## src/rtl/pmc_pkg.sv

```systemverilog
package pmc_pkg;
  typedef enum logic [2:0] {
    ST_FULL  = 3'd0,
    ST_DOZE  = 3'd1,
    ST_NAP   = 3'd2,
    ST_SLEEP = 3'd3,
    ST_PSVC  = 3'd4,
    ST_WAKE  = 3'd5
  } pm_state_e;

  typedef enum logic [2:0] {
    WK_NONE = 3'd0,
    WK_RST  = 3'd1,
    WK_NMI  = 3'd2,
    WK_BREQ = 3'd3,
    WK_PCI  = 3'd4
  } wake_e;

  localparam int unsigned UNIT_W    = 8;
  localparam int unsigned U_PCI_DEC = 0;
  localparam int unsigned U_ARB     = 1;
  localparam int unsigned U_REFRESH = 2;
  localparam int unsigned U_BREQ    = 3;
  localparam int unsigned U_NMI     = 4;
  localparam int unsigned U_INTC    = 5;
  localparam int unsigned U_I2C     = 6;
  localparam int unsigned U_OTHER   = 7;

  localparam logic [1:0] MODE_DOZE  = 2'b01;
  localparam logic [1:0] MODE_NAP   = 2'b10;
  localparam logic [1:0] MODE_SLEEP = 2'b11;
endpackage

```

## src/rtl/pmc_wake_arb.sv

```systemverilog
module pmc_wake_arb
  import pmc_pkg::*;
(
  input  pm_state_e state_i,
  input  logic      hard_rst_i,
  input  logic      nmi_i,
  input  logic      mce_en_i,
  input  logic      bus_req_i,
  input  logic      cko_sel_i,
  input  logic      pci_mem_hit_i,
  output wake_e     cause_o
);
  logic nmi_ok, breq_ok, pci_ok;

  assign nmi_ok  = nmi_i & mce_en_i;
  // sleep needs the clock-out select to honour a bus request
  assign breq_ok = bus_req_i & ((state_i != ST_SLEEP) | cko_sel_i);
  // PCI decode is off in sleep
  assign pci_ok  = pci_mem_hit_i & ((state_i == ST_DOZE) | (state_i == ST_NAP));

  always_comb begin
    if (hard_rst_i)   cause_o = WK_RST;
    else if (nmi_ok)  cause_o = WK_NMI;
    else if (breq_ok) cause_o = WK_BREQ;
    else if (pci_ok)  cause_o = WK_PCI;
    else              cause_o = WK_NONE;
  end
endmodule

```

## src/rtl/pmc_fsm.sv

```systemverilog
module pmc_fsm
  import pmc_pkg::*;
#(
  parameter int unsigned WAKE_CYC = 4
) (
  input  logic      clk_i,
  input  logic      rst_ni,
  input  logic      pm_en_i,
  input  logic [1:0] mode_sel_i,
  input  logic      core_lp_i,
  input  logic      xact_done_i,
  input  wake_e     cause_i,
  output pm_state_e state_o,
  output logic      pm_clr_o
);
  localparam int unsigned CNT_W = $clog2(WAKE_CYC + 1);
  localparam logic [CNT_W-1:0] CNT_LAST = CNT_W'(WAKE_CYC - 1);

  pm_state_e        state_q, state_d;
  logic [CNT_W-1:0] cnt_q, cnt_d;
  logic             clr_q, clr_d;
  logic             perm_wake;

  assign perm_wake = (cause_i == WK_NMI) | (cause_i == WK_BREQ);

  always_comb begin
    state_d = state_q;
    cnt_d   = cnt_q;
    clr_d   = 1'b0;
    if (cause_i == WK_RST) begin
      state_d = ST_FULL;
      clr_d   = 1'b1;
    end else begin
      unique case (state_q)
        ST_FULL: begin
          if (pm_en_i) begin
            if (mode_sel_i == MODE_DOZE)                  state_d = ST_DOZE;
            else if (mode_sel_i == MODE_NAP && core_lp_i)   state_d = ST_NAP;
            else if (mode_sel_i == MODE_SLEEP && core_lp_i) state_d = ST_SLEEP;
          end
        end
        ST_DOZE: begin
          if (cause_i != WK_NONE) begin
            state_d = ST_WAKE; cnt_d = '0; clr_d = 1'b1;
          end
        end
        ST_NAP: begin
          if (perm_wake) begin
            state_d = ST_WAKE; cnt_d = '0; clr_d = 1'b1;
          end else if (cause_i == WK_PCI) begin
            state_d = ST_PSVC;
          end
        end
        ST_SLEEP, ST_PSVC: begin
          if (perm_wake) begin
            state_d = ST_WAKE; cnt_d = '0; clr_d = 1'b1;
          end else if (state_q == ST_PSVC && xact_done_i) begin
            state_d = ST_NAP;
          end
        end
        ST_WAKE: begin
          if (cnt_q == CNT_LAST) state_d = ST_FULL;
          else                   cnt_d   = cnt_q + 1'b1;
        end
        default: state_d = ST_FULL;
      endcase
    end
  end

  always_ff @(posedge clk_i or negedge rst_ni) begin
    if (!rst_ni) begin
      state_q <= ST_FULL;
      cnt_q   <= '0;
      clr_q   <= 1'b0;
    end else begin
      state_q <= state_d;
      cnt_q   <= cnt_d;
      clr_q   <= clr_d;
    end
  end

  assign state_o  = state_q;
  assign pm_clr_o = clr_q;
endmodule

```

## src/rtl/pmc_unit_gate.sv

```systemverilog
module pmc_unit_gate
  import pmc_pkg::*;
(
  input  pm_state_e         state_i,
  input  logic              lp_ref_en_i,
  output logic [UNIT_W-1:0] unit_en_o,
  output logic              quiesce_ack_o,
  output logic              wake_busy_o
);
  logic low_pwr, deep;

  assign low_pwr = (state_i == ST_DOZE) | (state_i == ST_NAP) | (state_i == ST_SLEEP);
  assign deep    = (state_i == ST_SLEEP);

  for (genvar u = 0; u < UNIT_W; u++) begin : g_unit
    if (u == U_OTHER) begin : g_other
      assign unit_en_o[u] = ~low_pwr;
    end else if (u == U_PCI_DEC) begin : g_dec
      assign unit_en_o[u] = ~deep;
    end else if (u == U_REFRESH) begin : g_ref
      assign unit_en_o[u] = ~deep | lp_ref_en_i;
    end else begin : g_keep
      assign unit_en_o[u] = 1'b1;
    end
  end

  assign quiesce_ack_o = (state_i == ST_NAP) | (state_i == ST_SLEEP) | (state_i == ST_PSVC);
  assign wake_busy_o   = (state_i == ST_WAKE);
endmodule

```

## src/rtl/pwr_mode_ctrl.sv

```systemverilog
module pwr_mode_ctrl
  import pmc_pkg::*;
#(
  parameter int unsigned WAKE_CYC = 4
) (
  input  logic              clk_i,
  input  logic              rst_ni,
  input  logic              hard_rst_i,
  input  logic              pm_en_i,
  input  logic [1:0]        mode_sel_i,
  input  logic              core_lp_i,
  input  logic              mce_en_i,
  input  logic              lp_ref_en_i,
  input  logic              cko_sel_i,
  input  logic              pci_mem_hit_i,
  input  logic              bus_req_i,
  input  logic              nmi_i,
  input  logic              xact_done_i,
  output logic [UNIT_W-1:0] unit_en_o,
  output logic              quiesce_ack_o,
  output logic              pm_clr_o,
  output logic              wake_busy_o,
  output logic [2:0]        state_o
);
  pm_state_e state;
  wake_e     cause;

  pmc_wake_arb i_arb (
    .state_i       (state),
    .hard_rst_i    (hard_rst_i),
    .nmi_i         (nmi_i),
    .mce_en_i      (mce_en_i),
    .bus_req_i     (bus_req_i),
    .cko_sel_i     (cko_sel_i),
    .pci_mem_hit_i (pci_mem_hit_i),
    .cause_o       (cause)
  );

  pmc_fsm #(.WAKE_CYC(WAKE_CYC)) i_fsm (
    .clk_i       (clk_i),
    .rst_ni      (rst_ni),
    .pm_en_i     (pm_en_i),
    .mode_sel_i  (mode_sel_i),
    .core_lp_i   (core_lp_i),
    .xact_done_i (xact_done_i),
    .cause_i     (cause),
    .state_o     (state),
    .pm_clr_o    (pm_clr_o)
  );

  pmc_unit_gate i_gate (
    .state_i       (state),
    .lp_ref_en_i   (lp_ref_en_i),
    .unit_en_o     (unit_en_o),
    .quiesce_ack_o (quiesce_ack_o),
    .wake_busy_o   (wake_busy_o)
  );

  assign state_o = state;
endmodule

```

## config.mk

```make
export PLATFORM = sky130hd
export DESIGN_NAME = pwr_mode_ctrl
export DESIGN_NICKNAME = d
export VERILOG_FILES = /design/src/rtl/pmc_pkg.sv /design/src/rtl/pmc_wake_arb.sv /design/src/rtl/pmc_fsm.sv /design/src/rtl/pmc_unit_gate.sv /design/src/rtl/pwr_mode_ctrl.sv
export SDC_FILE = /design/constraint.sdc
export NUM_CORES = 1
export LEC_CHECK = 0
export BUFFER_PORTS_ARGS = -buffer_cell sky130_fd_sc_hd__buf_2
export CAP_MARGIN = 20
export CELL_PAD_IN_SITES_DETAIL_PLACEMENT = 1
export CELL_PAD_IN_SITES_GLOBAL_PLACEMENT = 1
export CORE_MARGIN = 3
export CORE_UTILIZATION = 32
export DETAILED_ROUTE_END_ITERATION = 8
export PLACE_DENSITY = 0.87
export SETUP_SLACK_MARGIN = 0.15
export SLEW_MARGIN = 40
export SYNTH_ARGS = -nofsm -noshare
export SYNTH_HDL_FRONTEND = slang
export SYNTH_SLANG_ARGS = --single-unit
```

## constraint.sdc

```tcl
create_clock -name clk_i -period 2.3 [get_ports clk_i]
set_clock_uncertainty 0.05 [all_clocks]
set_input_delay 0.46 -clock clk_i [delete_from_list [all_inputs] [get_ports clk_i]]
set_output_delay 0.46 -clock clk_i [all_outputs]
set_load 0.01 [all_outputs]
```

==> results.txt, run 1 <==
Level count of the clock H-tree = 1
RSZ-0062 raised after global routing = false
Synthesized area = 649 um^2
Initial core utilization = 35.7%
Vias in the first global route = 671
Layout area overhead = 20.6%
Critical Path Sink Type = output port
Maximum vdd drop = 0.000454 V
Post-DR vias/cell = 5.29
TritonCTS Buffers = 3
Finished layout cell area = 783 um^2
Clock insertion delay at the later pin of the skew report = 0.25 ns
WP data required = 1.79 ns
Core box area = 0.00182 mm^2
Arr. time, crit path = 1.52 ns
Hold Vio Cnt, Final = 0
Post-CTS Setup Inserts = 0
Worst path cell trace = and3b_4, or2b_1, buf_2
WL final = 1730 um
TritonCTS clock tree = built
Drt pass-1 iters = 3
Leakage = 0.364 nW
Post-route DRC = 0
RD Place Congestion = 0.796
# rows = 15
Nets = 121
I/O pin cnt = 28
Worst Hold Path EP = i_fsm.state_o[0]
Inserted Diodes = 0
Kind of critical path = flip-flop to output port
Clock slew at reported path FFs = 0.05 ns
Clk sink count = 7
Grt ovf = 0
Area contributors post-synth = dfrtp_1 27%, buf_4 5.8%, nand2_1 5.2%, ha_1 3.9%, o21ai_0 3.9%
Die area = 0.00261 mm^2
# setup viols final = 0
Number of synthesized register bits = 7
Core Util, Final = 43.0%
Syn avg cell area = 7.92 um^2
Critical-path top delay cell = dfrtp_1
Setup TNS = 0 ns
Die H = 51.0 um
Post-detail-place hpwl = 1380 um
Yosys top cell by area = dfrtp_1
Max Slew Vio Count = 0
Sequential cell area = 176 um^2
Crit path launch type = flip-flop
Multi-input gate area = 410 um^2
DRT iter0 DRCs = 6
Synth Instances = 82
Max_cap viols = 0
Fin crit share = 88.2%
CP max FO = 15
Post-synthesis sequential area ratio = 27.0%
Via count = 682
Hold path cells = 2
Number of I/O port buffers = 22
Hold Crit Start = hard_rst_i
First-pass GRT wire length = 2790 um
Worst R2R End = i_fsm.state_o[2]
Critical path's largest stage delay = 0.61 ns
Outcome = complete, no violations
R2R depth = 5
Reg2reg start = i_fsm.state_o[0]
Largest net degree at the start of global routing = 18
Class of the tightest hold or removal check = input pin to flip-flop
CTS Buffer Depth = 2
Dpl cell area = 746 um^2
Commonest non-fill, non-tap cell in the layout = buf_2
PwrDens = 966 mW/mm^2
Yosys warnings = 0
Period minus WS final = 2.03 ns
Most frequent cells in the layout = 22 x buf_2, 9 x nand2_1, 6 x nor2_1, 6 x dfrtp_1
Fmax = 493 MHz
Fraction of final layout cells sized beyond drive strength 1 = 27.9%
Final ANT Viol Nets = 0
All-Layer GR Usage = 13.8%
FILL cells = 247
Reg2reg setup slack = 0.29 ns
Post-synth cell types = 38
CTS root buf = clkbuf_4
Initial antenna violation count = 0
Routed len/inst = 13.4 um
Die X = 51.0 um
Yosys top cell area share = 27.0%
-- registers in the layout, indices dropped and copies added, names as in the netlist --
name	cells
i_fsm.state_o	3
i_fsm.cnt_q	3
i_fsm.pm_clr_o	1
-- cell usage after synthesis --
library cell  n
a2111o_1      1
o21ai_1       3
or3_1         1
buf_4         5
a31oi_1       1
a21o_1        1
a32o_1        1
buf_6         1
or3b_2        1
nand2b_1      1
inv_1         5
a311oi_1      2
and2b_1       1
a211oi_1      1
conb_1        1
o21ai_0       5
a32oi_1       1
and3b_4       1
a221oi_1      1
a21oi_1       4
o211ai_1      1
or4b_1        1
clkbuf_1      3
mux2_2        1
a211o_1       1
or2b_1        2
dfrtp_1       7
nand2_1       9
ha_1          2
o221a_1       1
o221ai_1      1
nor2b_1       2
nor2_1        6
nor3b_1       2
or2_1         1
nand3_1       2
nand3b_1      1
a22oi_1       1
-- power by group --
part / switching, mW / internal (mW) / total, mW
Clock: 0.0460 / 0.0662 / 0.112
Sequential: 0.0870 / 0.160 / 0.247
Combinational: 0.220 / 0.177 / 0.397
Total: 0.353 / 0.404 / 0.757
-- worst max-delay path by stage --
stage | startpoint | to | cells past startpoint
after detailed placement | i_fsm.state_o[2] | i_fsm.state_o[2] | 5
after CTS | i_fsm.state_o[2] | unit_en_o[2] | 3
after global placement | i_fsm.state_o[2] | i_fsm.state_o[2] | 5
after global routing | i_fsm.state_o[0] | i_fsm.state_o[2] | 5
after floorplan | i_fsm.state_o[1] | i_fsm.state_o[2] | 6
final | i_fsm.state_o[0] | unit_en_o[2] | 3
-- critical path, delay by kind of cell, from the launching register on --
kind | cells | cell delay, ns
buffers and inverters | 1 | 0.14
AND/OR/NAND/NOR | 2 | 0.51
flip-flops | 1 | 0.61
-- metrics by stage --
| stage | setup slack (ns) | instances | hold slack, ns | power (mW) |
|---|---|---|---|---|
| CTS | 0.223 | 129 | 0.409 | 0.756 |
| global route | 0.168 | 129 | 0.422 | 0.827 |
| detailed placement | 0.238 | 124 | 0.252 | 0.641 |
| floorplan | 0.512 | 86 | 0.114 | 0.519 |
| finish | 0.272 | 129 | 0.423 | 0.757 |
| global placement | 0.345 | 124 | 0.246 | 0.620 |
-- cell type report --
cell class,instances,area share [%]
Tap cell,25,3.99
Inverter,5,2.40
Clock buffer,4,3.35
Sequential cell,7,22.5
Timing Repair Buffer,23,15.3
Multi-Input combinational cell,65,52.4
-- routing by layer --
layer | wire length, um | global-route usage, % | vias to the layer above
met3 | 101 | 2.33 | 6
met2 | 775 | 22.3 | 24
met1 | 817 | 18.1 | 320
met5 | 0 | 0 | -
li1 | - | - | 332
met4 | 38 | 5.38 | 0
-- timing repair --
item / 4_1_cts / 5_1_grt
gates resized for setup: 0 / 1
setup endpoints to repair: 0 / 1
endpoints found under the hold margin: 7 / 0
hold buffers: 1 / 0
-- logic make-up after synthesis --
family,synth area share [%]
AND/OR/NAND/NOR,26.8
AO/OA/AOI/OAI,27.9
buffers and inverters,12.1
flip-flops,27.0
adder cells (fa/ha/maj),3.85
multiplexers,1.73
other,0.577
(Power assumes the default switching activity.)
==> run 2: changes to the inputs <==
--- a/config.mk
+++ b/config.mk
@@ -5,14 +5,15 @@
 export SDC_FILE = /design/constraint.sdc
 export NUM_CORES = 1
 export LEC_CHECK = 0
+export ABC_AREA = 1
 export BUFFER_PORTS_ARGS = -buffer_cell sky130_fd_sc_hd__buf_2
 export CAP_MARGIN = 20
 export CELL_PAD_IN_SITES_DETAIL_PLACEMENT = 1
 export CELL_PAD_IN_SITES_GLOBAL_PLACEMENT = 1
 export CORE_MARGIN = 3
-export CORE_UTILIZATION = 32
+export CORE_UTILIZATION = 30
 export DETAILED_ROUTE_END_ITERATION = 8
-export PLACE_DENSITY = 0.87
+export PLACE_DENSITY = 0.86
 export SETUP_SLACK_MARGIN = 0.15
 export SLEW_MARGIN = 40
 export SYNTH_ARGS = -nofsm -noshare
==> run 2 against run 1 <==
- non-clock buffer count is the same
- power grew 7.5%
- via count grew 3.5%
- maximum frequency grew 3.7%
- hold slack gained 0.0098 ns
- die area grew 5.5%
- setup slack gained 0.073 ns
- critical path depth grew 2
- largest power group unchanged
==> results.txt, run 2 <==
RD Place Congestion = 0.762
Post-synth top cells = 28 x nand2_1, 14 x inv_1, 10 x nand3_1
Synth Flop Type = dfrtp_1
Initial antenna violation count = 0
Hold Vio Cnt, Final = 0
Die H = 52.4 um
# rows = 16
CP max FO = 7
Initial core utilization = 32.3%
Synth async-reset ratio = 100%
Largest net degree at the start of global routing = 10
TritonCTS clock tree = built
Area contributors post-synth = dfrtp_1 27%, nand2_1 16%, inv_1 8.1%, nand3_1 7.7%, buf_4 5.8%
Grt ovf = 0
Hold WS = 0.433 ns
Clock insertion delay at the later pin of the skew report = 0.25 ns
Drt pass-1 iters = 4
Post-DR vias/cell = 4.58
Number of synthesized register bits = 7
Placed Instances = 149
Final ANT Viol Nets = 0
PwrDens = 1020 mW/mm^2
Maximum vdd drop = 0.000472 V
All-Layer GR Usage = 15.5%
Grt met3 use = 4.27%
Yosys warnings = 0
Post-CTS Resized = 0
WP data required = 1.79 ns
Vias in the first global route = 705
DRT iter0 DRCs = 5
CTS root buf = clkbuf_4
WL final = 1840 um
Yosys top cell area share = 27.1%
Synthesized area = 647 um^2
Number of I/O port buffers = 22
Post-CTS Setup Inserts = 0
Setup TNS = 0 ns
Core box area = 0.00200 mm^2
Post-synth cell types = 19
Fraction of final layout cells sized beyond drive strength 1 = 31.5%
FILL cells = 290
Leakage = 0.467 nW
GR Util met2 = 27.9%
Most Used Layer, Global Route = met2
Hold_buf cts = 1
TritonCTS Buffers = 3
EDFF count, synth = 0
Post-synthesis sequential area ratio = 27.1%
Layout area overhead = 23.6%
Critical Path Sink Type = output port
Max Slew Vio Count = 0
Fmax = 511 MHz
Die area = 0.00275 mm^2
RSZ-0062 raised after global routing = false
Commonest non-fill, non-tap cell in the layout = nand2_1
Synth Instances = 102
Crit path launch type = flip-flop
Post-place setup slack = 0.620 ns
Outcome = complete, no violations
Kind of critical path = flip-flop to output port
Syn avg cell area = 6.34 um^2
First-pass GRT wire length = 3060 um
I/O pin cnt = 28
CTS Buffer Depth = 2
Final setup margin = 0.344 ns
Arr. time, crit path = 1.45 ns
Finished layout cell area = 800 um^2
Dpl cell area = 763 um^2
Post-route DRC = 0
Clk sink count = 7
Most frequent cells in the layout = 28 x nand2_1, 22 x buf_2, 14 x inv_1, 10 x nand3_1, 9 x nor2_1
Most common cell in the netlist = nand2_1
Routed len/inst = 11.9 um
Level count of the clock H-tree = 1
Nets = 144
Period minus WS final = 1.96 ns
Die X = 52.4 um
Post-route insts no fill = 154
# setup viols final = 0
Fin crit share = 85.0%
Clock slew at reported path FFs = 0.05 ns
Met1 Usage GRT = 17.2%
Via count = 706
Max_cap viols = 0
Post-detail-place hpwl = 1580 um
Yosys top cell by area = dfrtp_1
Class of the tightest hold or removal check = flip-flop to flip-flop
Inserted Diodes = 0
-- run 2: final timing paths --
| check | cells past startpoint | end | slack (ns) | start |
|---|---|---|---|---|
| max | 5 | unit_en_o[2] | 0.34 | i_fsm.state_o[0] |
| min in group asynchronous | 2 | i_fsm.cnt_q[1] | 0.55 | rst_ni |
| min | 2 | i_fsm.cnt_q[1] | 0.43 | i_fsm.cnt_q[1] |
| max in group asynchronous | 2 | i_fsm.state_o[1] | 1.49 | rst_ni |
| min reg2reg | 2 | i_fsm.cnt_q[1] | 0.43 | i_fsm.cnt_q[1] |
| max reg2reg | 10 | i_fsm.state_o[0] | 0.66 | i_fsm.state_o[1] |
-- run 2: routing by layer --
| metal | up-vias | share of wire [%] |
|---|---|---|
| met1 | 327 | 42 |
| met5 | - | 0 |
| met2 | 15 | 54 |
| met4 | 0 | 0.92 |
| met3 | 2 | 3.5 |
| li1 | 362 | - |
-- run 2: cell families after synthesis --
kind of cell | after synthesis | share of synthesized area [%]
simple gates | 62 | 44.9
buf+inv | 21 | 15.3
compound gates | 9 | 8.32
flops | 7 | 27.1
fa+ha+maj | 2 | 3.87
other cells | 1 | 0.580
-- run 2: cell type report --
class                           count  area (um^2)  share of cell area [%]
Inverter                           15         56.3                    7.04
Tap cell                           27         33.8                    4.23
Sequential cell                     7          175                    21.9
Timing Repair Buffer               23          120                    15.0
Clock buffer                        4         26.3                    3.29
Multi-Input combinational cell     78          388                    48.5
-- run 2: critical path, cell delays in order (launching register included) --
cell,delay (ns)
dfrtp_1,0.45
nand2_1,0.12
nor2_2,0.14
inv_1,0.08
or2_2,0.27
buf_2,0.14
-- run 2: power by group --
group | switching (mW) | internal, mW
Sequential | 0.0421 | 0.154
Clock | 0.0462 | 0.0663
Combinational | 0.331 | 0.174
Total | 0.420 | 0.394
-- run 2: per-stage QoR --
step / util, % / power (mW)
3_3_place_gp: 38.1 / 0.690
3_5_place_dp: 38.1 / 0.702
2_1_floorplan: - / 0.555
6_report: 39.9 / 0.814
4_1_cts: 39.9 / 0.825
5_1_grt: 39.9 / 0.905
